## src/rtl/dma_pg_pkg.sv

```systemverilog
package dma_pg_pkg;

    // bit positions inside a channel mode byte
    localparam int MODE_W      = 8;
    localparam int MB_DEC      = 5;
    localparam int MB_AUTO     = 4;
    localparam int MB_XFER_HI  = 3;
    localparam int MB_XFER_LO  = 2;
    localparam int PORT_OFF_W  = 3;

    typedef struct packed {
        logic       hit;
        logic [1:0] chan;
    } pg_map_t;

    // fixed scramble of page port offsets onto channels
    function automatic pg_map_t pg_port_map(input logic [PORT_OFF_W-1:0] off);
        pg_map_t m;
        m = '{hit: 1'b0, chan: 2'd0};
        case (off)
            3'd1:    m = '{hit: 1'b1, chan: 2'd2};
            3'd2:    m = '{hit: 1'b1, chan: 2'd3};
            3'd3:    m = '{hit: 1'b1, chan: 2'd1};
            3'd7:    m = '{hit: 1'b1, chan: 2'd0};
            default: m = '{hit: 1'b0, chan: 2'd0};
        endcase
        return m;
    endfunction

endpackage

```

## src/rtl/dma_pg_bank.sv

```systemverilog
module dma_pg_bank
    import dma_pg_pkg::*;
#(
    parameter int NCH    = 4,
    parameter int PW     = 8,
    parameter bit ENABLE = 1'b1
) (
    input  logic                   clk,
    input  logic                   rst_n,
    input  logic                   wr_en,
    input  logic [PORT_OFF_W-1:0]  off,
    input  logic [PW-1:0]          wdata,
    output logic [PW-1:0]          rdata,
    output logic [NCH*PW-1:0]      pages
);

    pg_map_t map;
    assign map = pg_port_map(off);

    generate
        if (ENABLE) begin : g_on
            typedef struct packed {
                logic [NCH-1:0][PW-1:0] pg;
            } bank_t;

            bank_t st_d, st_q;
            logic  ch_ok;

            assign ch_ok = map.hit && (int'(map.chan) < NCH);

            always_comb begin
                st_d = st_q;
                if (wr_en && ch_ok) begin
                    st_d.pg[map.chan] = wdata;
                end
            end

            always_ff @(posedge clk or negedge rst_n) begin
                if (!rst_n) begin
                    st_q <= '0;
                end else begin
                    st_q <= st_d;
                end
            end

            assign pages = st_q.pg;
            assign rdata = ch_ok ? st_q.pg[map.chan] : '0;


            unmapped_wr_ignored_chk: assert property (@(posedge clk) disable iff (!rst_n)
                (wr_en && !map.hit) |=> $stable(pages));


            unmapped_rd_zero_chk: assert property (@(posedge clk) disable iff (!rst_n)
                !map.hit |-> (rdata == '0));


            mapped_wr_lands_chk: assert property (@(posedge clk) disable iff (!rst_n)
                (wr_en && ch_ok) |=> (pages[$past(map.chan)*PW +: PW] == $past(wdata)));
        end else begin : g_off
            assign pages = '0;
            assign rdata = '0;
        end
    endgenerate

endmodule

```

## src/rtl/dma_pg_addr_calc.sv

```systemverilog
module dma_pg_addr_calc
    import dma_pg_pkg::*;
#(
    parameter int AW   = 16,
    parameter int PW   = 8,
    parameter int HIW  = 7,
    parameter int POSW = 16
) (
    input  logic [PW-1:0]          lo_page,
    input  logic [PW-1:0]          hi_page,
    input  logic [AW-1:0]          cur_addr,
    input  logic [MODE_W-1:0]      mode,
    input  logic [POSW-1:0]        pos,
    input  logic [POSW-1:0]        len,
    output logic [HIW+PW+AW-1:0]   phys,
    output logic                   mem_en,
    output logic                   auto_init
);

    localparam int PHYS_W = HIW + PW + AW;

    logic [PHYS_W-1:0] base;
    logic [PHYS_W-1:0] pos_x;
    logic [PHYS_W-1:0] len_x;

    always_comb begin
        base  = {hi_page[HIW-1:0], lo_page, cur_addr};
        pos_x = PHYS_W'(pos);
        len_x = PHYS_W'(len);
        if (mode[MB_DEC]) begin
            phys = base - pos_x - len_x;
        end else begin
            phys = base + pos_x;
        end
        mem_en    = (mode[MB_XFER_HI:MB_XFER_LO] != 2'b00);
        auto_init = mode[MB_AUTO];
    end

endmodule

```

## src/rtl/dma_page_addr_gen.sv

```systemverilog
module dma_page_addr_gen
    import dma_pg_pkg::*;
#(
    parameter int NCH          = 4,
    parameter int AW           = 16,
    parameter int PW           = 8,
    parameter int HIW          = 7,
    parameter int POSW         = 16,
    parameter bit HIGH_PAGE_EN = 1'b1
) (
    input  logic                        clk,
    input  logic                        rst_n,
    input  logic                        pg_we,
    input  logic                        pg_hi_sel,
    input  logic [2:0]                  pg_off,
    input  logic [PW-1:0]               pg_wdata,
    output logic [PW-1:0]               pg_rdata,
    input  logic [NCH*AW-1:0]           ch_addr,
    input  logic [NCH*MODE_W-1:0]       ch_mode,
    input  logic                        req_valid,
    input  logic [$clog2(NCH)-1:0]      req_chan,
    input  logic [POSW-1:0]             req_pos,
    input  logic [POSW-1:0]             req_len,
    output logic                        out_valid,
    output logic [HIW+PW+AW-1:0]        out_addr,
    output logic                        out_mem_en,
    output logic                        out_auto_init
);

    localparam int PHYS_W = HIW + PW + AW;

    logic [NCH*PW-1:0] lo_pages, hi_pages;
    logic [PW-1:0]     lo_rd, hi_rd;

    dma_pg_bank #(.NCH(NCH), .PW(PW), .ENABLE(1'b1)) u_lo_bank (
        .clk   (clk),
        .rst_n (rst_n),
        .wr_en (pg_we && !pg_hi_sel),
        .off   (pg_off),
        .wdata (pg_wdata),
        .rdata (lo_rd),
        .pages (lo_pages)
    );

    dma_pg_bank #(.NCH(NCH), .PW(PW), .ENABLE(HIGH_PAGE_EN)) u_hi_bank (
        .clk   (clk),
        .rst_n (rst_n),
        .wr_en (pg_we && pg_hi_sel),
        .off   (pg_off),
        .wdata (pg_wdata),
        .rdata (hi_rd),
        .pages (hi_pages)
    );

    assign pg_rdata = pg_hi_sel ? hi_rd : lo_rd;

    // channel selection
    logic [PW-1:0]     sel_lo, sel_hi;
    logic [AW-1:0]     sel_addr;
    logic [MODE_W-1:0] sel_mode;

    assign sel_lo   = lo_pages[req_chan*PW +: PW];
    assign sel_hi   = hi_pages[req_chan*PW +: PW];
    assign sel_addr = ch_addr[req_chan*AW +: AW];
    assign sel_mode = ch_mode[req_chan*MODE_W +: MODE_W];

    logic [PHYS_W-1:0] calc_addr;
    logic              calc_mem, calc_auto;

    dma_pg_addr_calc #(.AW(AW), .PW(PW), .HIW(HIW), .POSW(POSW)) u_calc (
        .lo_page   (sel_lo),
        .hi_page   (sel_hi),
        .cur_addr  (sel_addr),
        .mode      (sel_mode),
        .pos       (req_pos),
        .len       (req_len),
        .phys      (calc_addr),
        .mem_en    (calc_mem),
        .auto_init (calc_auto)
    );

    typedef struct packed {
        logic              vld;
        logic [PHYS_W-1:0] addr;
        logic              mem;
        logic              auto_i;
    } res_t;

    res_t res_d, res_q;

    always_comb begin
        res_d     = res_q;
        res_d.vld = req_valid;
        if (req_valid) begin
            res_d.addr   = calc_addr;
            res_d.mem    = calc_mem;
            res_d.auto_i = calc_auto;
        end
    end

    always_ff @(posedge clk or negedge rst_n) begin
        if (!rst_n) begin
            res_q <= '0;
        end else begin
            res_q <= res_d;
        end
    end

    assign out_valid     = res_q.vld;
    assign out_addr      = res_q.addr;
    assign out_mem_en    = res_q.mem;
    assign out_auto_init = res_q.auto_i;


    strobe_follows_req_chk: assert property (@(posedge clk) disable iff (!rst_n)
        out_valid |-> $past(req_valid));


    verify_no_mem_chk: assert property (@(posedge clk) disable iff (!rst_n)
        req_valid |=> (out_mem_en == ($past(sel_mode[MB_XFER_HI:MB_XFER_LO]) != 2'b00)));


    auto_flag_chk: assert property (@(posedge clk) disable iff (!rst_n)
        req_valid |=> (out_auto_init == $past(sel_mode[MB_AUTO])));


    result_held_chk: assert property (@(posedge clk) disable iff (!rst_n)
        !req_valid |=> $stable(out_addr));

    generate
        if (!HIGH_PAGE_EN) begin : g_nohi_chk

            hi_reads_zero_chk: assert property (@(posedge clk) disable iff (!rst_n)
                pg_hi_sel |-> (pg_rdata == '0));
        end
    endgenerate

endmodule

```

## config.mk

```make
export PLATFORM = sky130hd
export DESIGN_NAME = dma_page_addr_gen
export DESIGN_NICKNAME = d
export VERILOG_FILES = /design/src/rtl/dma_pg_pkg.sv /design/src/rtl/dma_pg_bank.sv /design/src/rtl/dma_pg_addr_calc.sv /design/src/rtl/dma_page_addr_gen.sv
export SDC_FILE = /design/constraint.sdc
export NUM_CORES = 1
export LEC_CHECK = 0
export CAP_MARGIN = 0
export CORE_UTILIZATION = 55
export DETAILED_ROUTE_END_ITERATION = 8
export MAX_ROUTING_LAYER = met4
export PLACE_DENSITY = 0.87
export SYNTH_ARGS = -nofsm -noshare
export SYNTH_HDL_FRONTEND = slang
export SYNTH_SLANG_ARGS = --single-unit
```

## constraint.sdc

```tcl
create_clock -name clk -period 8.5 [get_ports clk]
set_clock_uncertainty 0.15 [all_clocks]
set_input_delay 1.7 -clock clk [delete_from_list [all_inputs] [get_ports clk]]
set_output_delay 1.7 -clock clk [all_outputs]
set_load 0.1 [all_outputs]
```

### Yosys cells after proc, flatten, opt, wreduce, memory -nomap -nowiden

Index checks and enable logic that the tools add are counted.
Widths: inputs -> output; s select.

* add/sub/neg operators: 3
* magnitude comparators: 2
* equal/unequal tests: 4
* shift operators: 4
* mux-type cells: 13
* reduce and logical (&&, ||, !) cells: 7

Operators with widths (number)
* $bwmux 32: 2
* $shiftx 64x7->16: 1
* $sub 31x16->31: 2
* $mux 8: 6
* $bmux 8 s2: 2
* $shiftx 32x6->6: 1
* $shiftx 32x6->7: 1
* $shiftx 32x6->8: 1
* $add 31x16->31: 1
* $mux 31: 1
* $demux 8 s2: 1
* $pmux 3 s4: 1
* $eq 3x2->1 const B: 2
* $logic_and 1x1->1: 5
* $eq 3x1->1 const B: 1
* $eq 3x3->1 const B: 1
* $lt 2x3->1 const B: 1
* $ge 2x1->1 const B: 1
* $reduce_bool 2->1: 1
* $logic_not 1->1: 1

* bits in registers: 98
* bits of input ports: 146
* output and inout port bits: 42

### Depth between registers and ports, before layout

* depth after elaboration: 7
* mapped depth: 16
* mapped depth without buffers: 12

### Modules after synthesis

From an unflattened synthesis, not the netlist that was laid out.

* cells, all modules: 785
* area total of the unflattened synthesis: 8728.4 µm²

By module, submodules not included
* dma_pg_addr_calc: times used 1, cells an instance 433, area an instance 3009.1 µm²
* dma_page_addr_gen: times used 1, cells an instance 131, area an instance 2362.3 µm²
* dma_pg_bank at u_lo_bank: times used 1, cells an instance 110, area an instance 1685.4 µm²
* dma_pg_bank at u_hi_bank: times used 1, cells an instance 111, area an instance 1671.6 µm²

### Least setup slack after synthesis

No wires, ideal clock.

* kind: input -> output
* start: input pg_off[0]
* end: output pg_rdata[4]
* arrival time: 5106 ps
* data required time: 6650 ps
* slack: 1544 ps
* stages on the path: 7
* path through: clkbuf_1 -> clkbuf_1 -> clkbuf_1 -> o21ai_0 -> a21oi_1 -> nor2_1 -> a211oi_1

* word-level cells in the longest chain between the ends: 6
* elaborated cells between the ends (all ways): 12
* those cells by class: 4 x eq/ne; 8 x mux

RTL lines
* start, declared: RTL line dma_page_addr_gen.sv:15 `input logic [2:0] pg_off,`
* $eq 3x3->1, or another cell as far along: RTL line dma_pg_pkg.sv:20 `case (off)`
* $pmux 3 s4 (*): RTL line dma_pg_pkg.sv:20
* $bmux 8 s2: RTL line dma_pg_bank.sv:47 `assign rdata = ch_ok ? st_q.pg[map.chan] : '0;`
* $mux 8 (not written as such): RTL line dma_pg_bank.sv:47
* $mux 8: RTL line dma_pg_bank.sv:47
* $mux 8 (*): RTL line dma_page_addr_gen.sv:55 `assign pg_rdata = pg_hi_sel ? hi_rd : lo_rd;`
* end, declared: RTL line dma_page_addr_gen.sv:17 `output logic [PW-1:0] pg_rdata,`

Mark *: on every way between the ends. The rest lies on a longest branch, timed or not. The select of a mux whose other input is x is not followed.

### Final worst setup path

* start: input pg_off[0]
* end: output pg_rdata[6]

The elaborated chain is that of the path after synthesis.

==> results.txt <==
* Cells after synthesis: 814
- The library cell used most frequently in the layout, excluding fill and tap cells, is sky130_fd_sc_hd__clkdlybuf4s50_1.
- Total vias in the final route: 7293
- Wire length per cell after detailed routing: 19.8 um
- Fraction of power consumed by sequential logic: 0.279
- Layout cell share with drive strength beyond 1: 0.156
* Actual transition at the worst max-transition pin: 1.10 ns
* Post-synth EDFFs: 0
- The count of cells in the finished layout, fillers not included, comes to 1156.
- For the worst-skew pair, the clock arrives at the later sink with an insertion delay of 0.35 ns.
* Data required time at the worst endpoint: 6.65 ns
* Number of global-route vias before repair: 7307
- CTS placed an instance of sky130_fd_sc_hd__clkbuf_16 at the clock tree root.
- The total count of hold-check failures in the final report came to 0.
- Highest attainable clock frequency: 146 MHz
* Count of distinct cell types in the synthesized netlist: 68
* Drt first-iter violations: 647
* Type of the tightest min-delay check: reg2reg
- For the worst setup path, the data arrival time is 5.02 ns.
* Sum of met3 wire segment lengths after detailed routing: 1900 um
* Number of setup buffers added after CTS: 0
- Number of sinks handled by clock tree synthesis: 98
- For this configuration, the core starts out at a cell density of 0.567.
- The share of total power dissipated in the clock network is 0.174.
* Post-synthesis sequential element count: 98
* Relative contribution of combinational cells to total power: 0.547
- Kind of critical path: in2out
- For this run, the register share of the synthesized area comes to 0.309.
* Total I/O pin count: 188
- The design draws 2.43 mW.
* Die Width: 122 um
* Number of remaining DRC errors: 0
* Vertical die dimension: 122 um
- The internal power of the cells totals 1.30 mW.
* Async set-reset flop share out of synthesis: 1.00
- Count of maximum capacitance violations: 0
- In this run, placement finished with an instance count of 1140.
- Cell Pwr Density: 241 nW/um^2
* Cells resized by post-CTS repair: 0
- For this block, the routed nets add up to 22900 um of wire.
- Post-CTS Hold Fix Bufs: 0
* Standard-cell row count: 43
* Placed Area: 9770 um^2
- The first detailed-routing pass took 8 iterations.
- Max Transition Viols Final: 0
- Number of antenna violations at the first check in global routing: 0
- In the finished design, the share of the clock period the worst path needs comes to 0.808.
- STA classifies the critical path endpoint as a primary output.
- The total overflow left after global routing is 0.
* Deepest level of the CTS H-tree: 3
- Largest fanout on the critical path: 19
- Largest net degree at the start of global routing: 77
* CP startpoint kind: primary input
- Of all cell types, the one taking the most synthesized area is sky130_fd_sc_hd__dfrtp_1.
- Clock buffer count from CTS: 9
- Clock tree from TritonCTS: done
- The Yosys step of the flow raised 0 warnings.
* Unrepaired setup endpoints after global routing: no
* Wire length of the first global-routing pass: 36900 um
- Final critical delay including setup and external delays: 6.87 ns
- Summed over all cells, the static leakage comes to 4.24 nW.
- Area of the die: 14900 um^2
- Commonest cells after routing, fill and taps aside: sky130_fd_sc_hd__clkdlybuf4s50_1 (161), sky130_fd_sc_hd__dfrtp_1 (98), sky130_fd_sc_hd__nor2_1 (84)
- In the global route stage, overall resource usage came out at 0.332.
* Slew HR: 0.266
- The share of synthesized area in the top cell type comes to 0.309.
- Across the VDD grid, the largest voltage drop is 170 uV.
* Status: complete, no violations
- Dominant synthesized flop cell: sky130_fd_sc_hd__dfrtp_1
- The highest layer touched by signal routing is met4.
* WL met1: 8650 um
* Longest Clk Path Bufs: 2
- Clk pin slew, worst setup/hold paths: 0.07 ns
* Placer's final routability congestion estimate: 0.948
- The mapped netlist covers 7930 um^2.
- Sorting the synthesized cells by area gives the leading types as sky130_fd_sc_hd__dfrtp_1 (31%), sky130_fd_sc_hd__mux2_2 (11%), sky130_fd_sc_hd__mux4_2 (8.5%).
* P&R area growth vs syn: 27.0%
- Switching power: 1.14 mW
* Area of all placed cells without fillers: 10100 um^2
- Switching share of total power: 0.467
* Total of fill cells in the finished design: 1076
- Number of nets with antenna violations after routing: 0
- Setup violations remaining at the end of the flow were counted as 0.
- The number of nets in the synthesized netlist is 1010.
- In this run the mean area of a mapped cell was 9.75 um^2.
- Adding up every negative setup slack in the final design gives 0 ns.
- Placed wire-length estimate after detailed placement: 17100 um
* Post-layout net count: 1167
- The routed design uses 11300 um of met2 wire.
- Dividing the detail-routed via count by the number of cells gives 6.31.
- Antenna Diode Count: 0
- Area inside the core boundary: 14000 um^2
* Number of port buffers: 171
-- cells by family after synthesis --
kind of cell	synth area share
AOI/OAI and AO/OA	0.163
xor gates and xnor gates	0.0397
adders and majority gates	0.0949
buffers and inverters	0.0421
DFF	0.309
muxes	0.218
and+or+nand+nor	0.133
-- cell type report --
type / count / area [um^2] / area share
multi-input combinational: 631 / 5150 / 0.511
sequential: 98 / 2450 / 0.243
timing repair buffer: 181 / 1750 / 0.174
clock buffer: 10 / 229 / 0.0227
tap: 180 / 225 / 0.0224
inverter: 50 / 188 / 0.0186
clock inverter: 6 / 75.1 / 0.00745
-- cells in the mapped netlist (3+ instances only) --
cell type                   n
sky130_fd_sc_hd__dfrtp_1   98
sky130_fd_sc_hd__nor2_1    84
sky130_fd_sc_hd__mux2_2    77
sky130_fd_sc_hd__a21oi_1   64
sky130_fd_sc_hd__nand2_1   51
sky130_fd_sc_hd__inv_1     50
sky130_fd_sc_hd__o21ai_0   40
sky130_fd_sc_hd__ha_1      33
sky130_fd_sc_hd__mux4_2    30
sky130_fd_sc_hd__clkbuf_1  28
sky130_fd_sc_hd__xnor2_1   22
sky130_fd_sc_hd__fa_1      17
sky130_fd_sc_hd__nor3_1    15
sky130_fd_sc_hd__a31oi_1   14
sky130_fd_sc_hd__xor2_1    14
sky130_fd_sc_hd__a211oi_1  13
sky130_fd_sc_hd__a21o_1    13
sky130_fd_sc_hd__nand3_1   12
sky130_fd_sc_hd__mux2i_1   11
sky130_fd_sc_hd__nor2b_1    9
sky130_fd_sc_hd__and2_1     8
sky130_fd_sc_hd__and3_1     8
sky130_fd_sc_hd__nand4_1    7
sky130_fd_sc_hd__o211ai_1   7
sky130_fd_sc_hd__o21a_1     7
sky130_fd_sc_hd__o22ai_1    6
sky130_fd_sc_hd__or3_1      6
sky130_fd_sc_hd__a22oi_1    5
sky130_fd_sc_hd__nand2b_1   4
sky130_fd_sc_hd__buf_2      3
sky130_fd_sc_hd__mux4_1     3
sky130_fd_sc_hd__o21bai_1   3
sky130_fd_sc_hd__o221ai_1   3
-- metal layers --
metal / track usage / up-vias
li1: - / 3308
met1: 0.395 / 3499
met2: 0.534 / 379
met3: 0.0730 / 107
met4: 0.160 / 0
met5: - / -
-- power groups by stage --
stage          registers, mW  clock network [mW]  logic (mW)
3_3_place_gp           0.677                   0        1.29
6_report               0.680               0.422        1.33
3_5_place_dp           0.685                   0        1.31
5_1_grt                0.692               0.446        1.41
2_1_floorplan           1.02                   0       0.615
4_1_cts                0.677               0.428        1.32
-- sequential cells by signal, indices dropped and copies added, names as in the netlist --
name             cells
out_addr            31
u_hi_bank.pages     32
out_valid            1
out_mem_en           1
u_lo_bank.pages     32
out_auto_init        1
-- worst max-delay path, stage by stage --
cell and delay (ns):
sky130_fd_sc_hd__clkdlybuf4s50_1 0.91, sky130_fd_sc_hd__buf_4 0.37, sky130_fd_sc_hd__nor2b_1 0.35, sky130_fd_sc_hd__a21oi_1 0.12
sky130_fd_sc_hd__o211ai_1 0.15, sky130_fd_sc_hd__o21ai_0 0.11, sky130_fd_sc_hd__nor2_1 0.15, sky130_fd_sc_hd__clkdlybuf4s50_1 1.15
-- per-stage QoR --
stage | setup slack, ns | hold WS [ns] | util
3_3_place_gp | 1.72 | 0.341 | 0.699
3_5_place_dp | 1.72 | 0.348 | 0.699
5_1_grt | 1.54 | 0.373 | 0.720
4_1_cts | 1.71 | 0.363 | 0.720
2_1_floorplan | 1.54 | 0.331 | -
6_report | 1.63 | 0.360 | 0.720
-- path summary, 6_finish.rpt --
check | slack, ns | end | cells past startpoint | from
worst max-delay path | 1.63 | pg_rdata[6] | 8 | pg_off[0]
worst max register to register | 5.21 | out_addr[27] | 10 | u_lo_bank.pages[24]
min in group asynchronous | 1.09 | out_addr[11] | 1 | rst_n
worst min register to register | 0.36 | u_hi_bank.pages[23] | 1 | u_hi_bank.pages[23]
worst min-delay path | 0.36 | u_hi_bank.pages[23] | 1 | u_hi_bank.pages[23]
max in group asynchronous | 5.86 | u_hi_bank.pages[22] | 2 | rst_n
No activity file was read; power rests on OpenSTA's default activity.
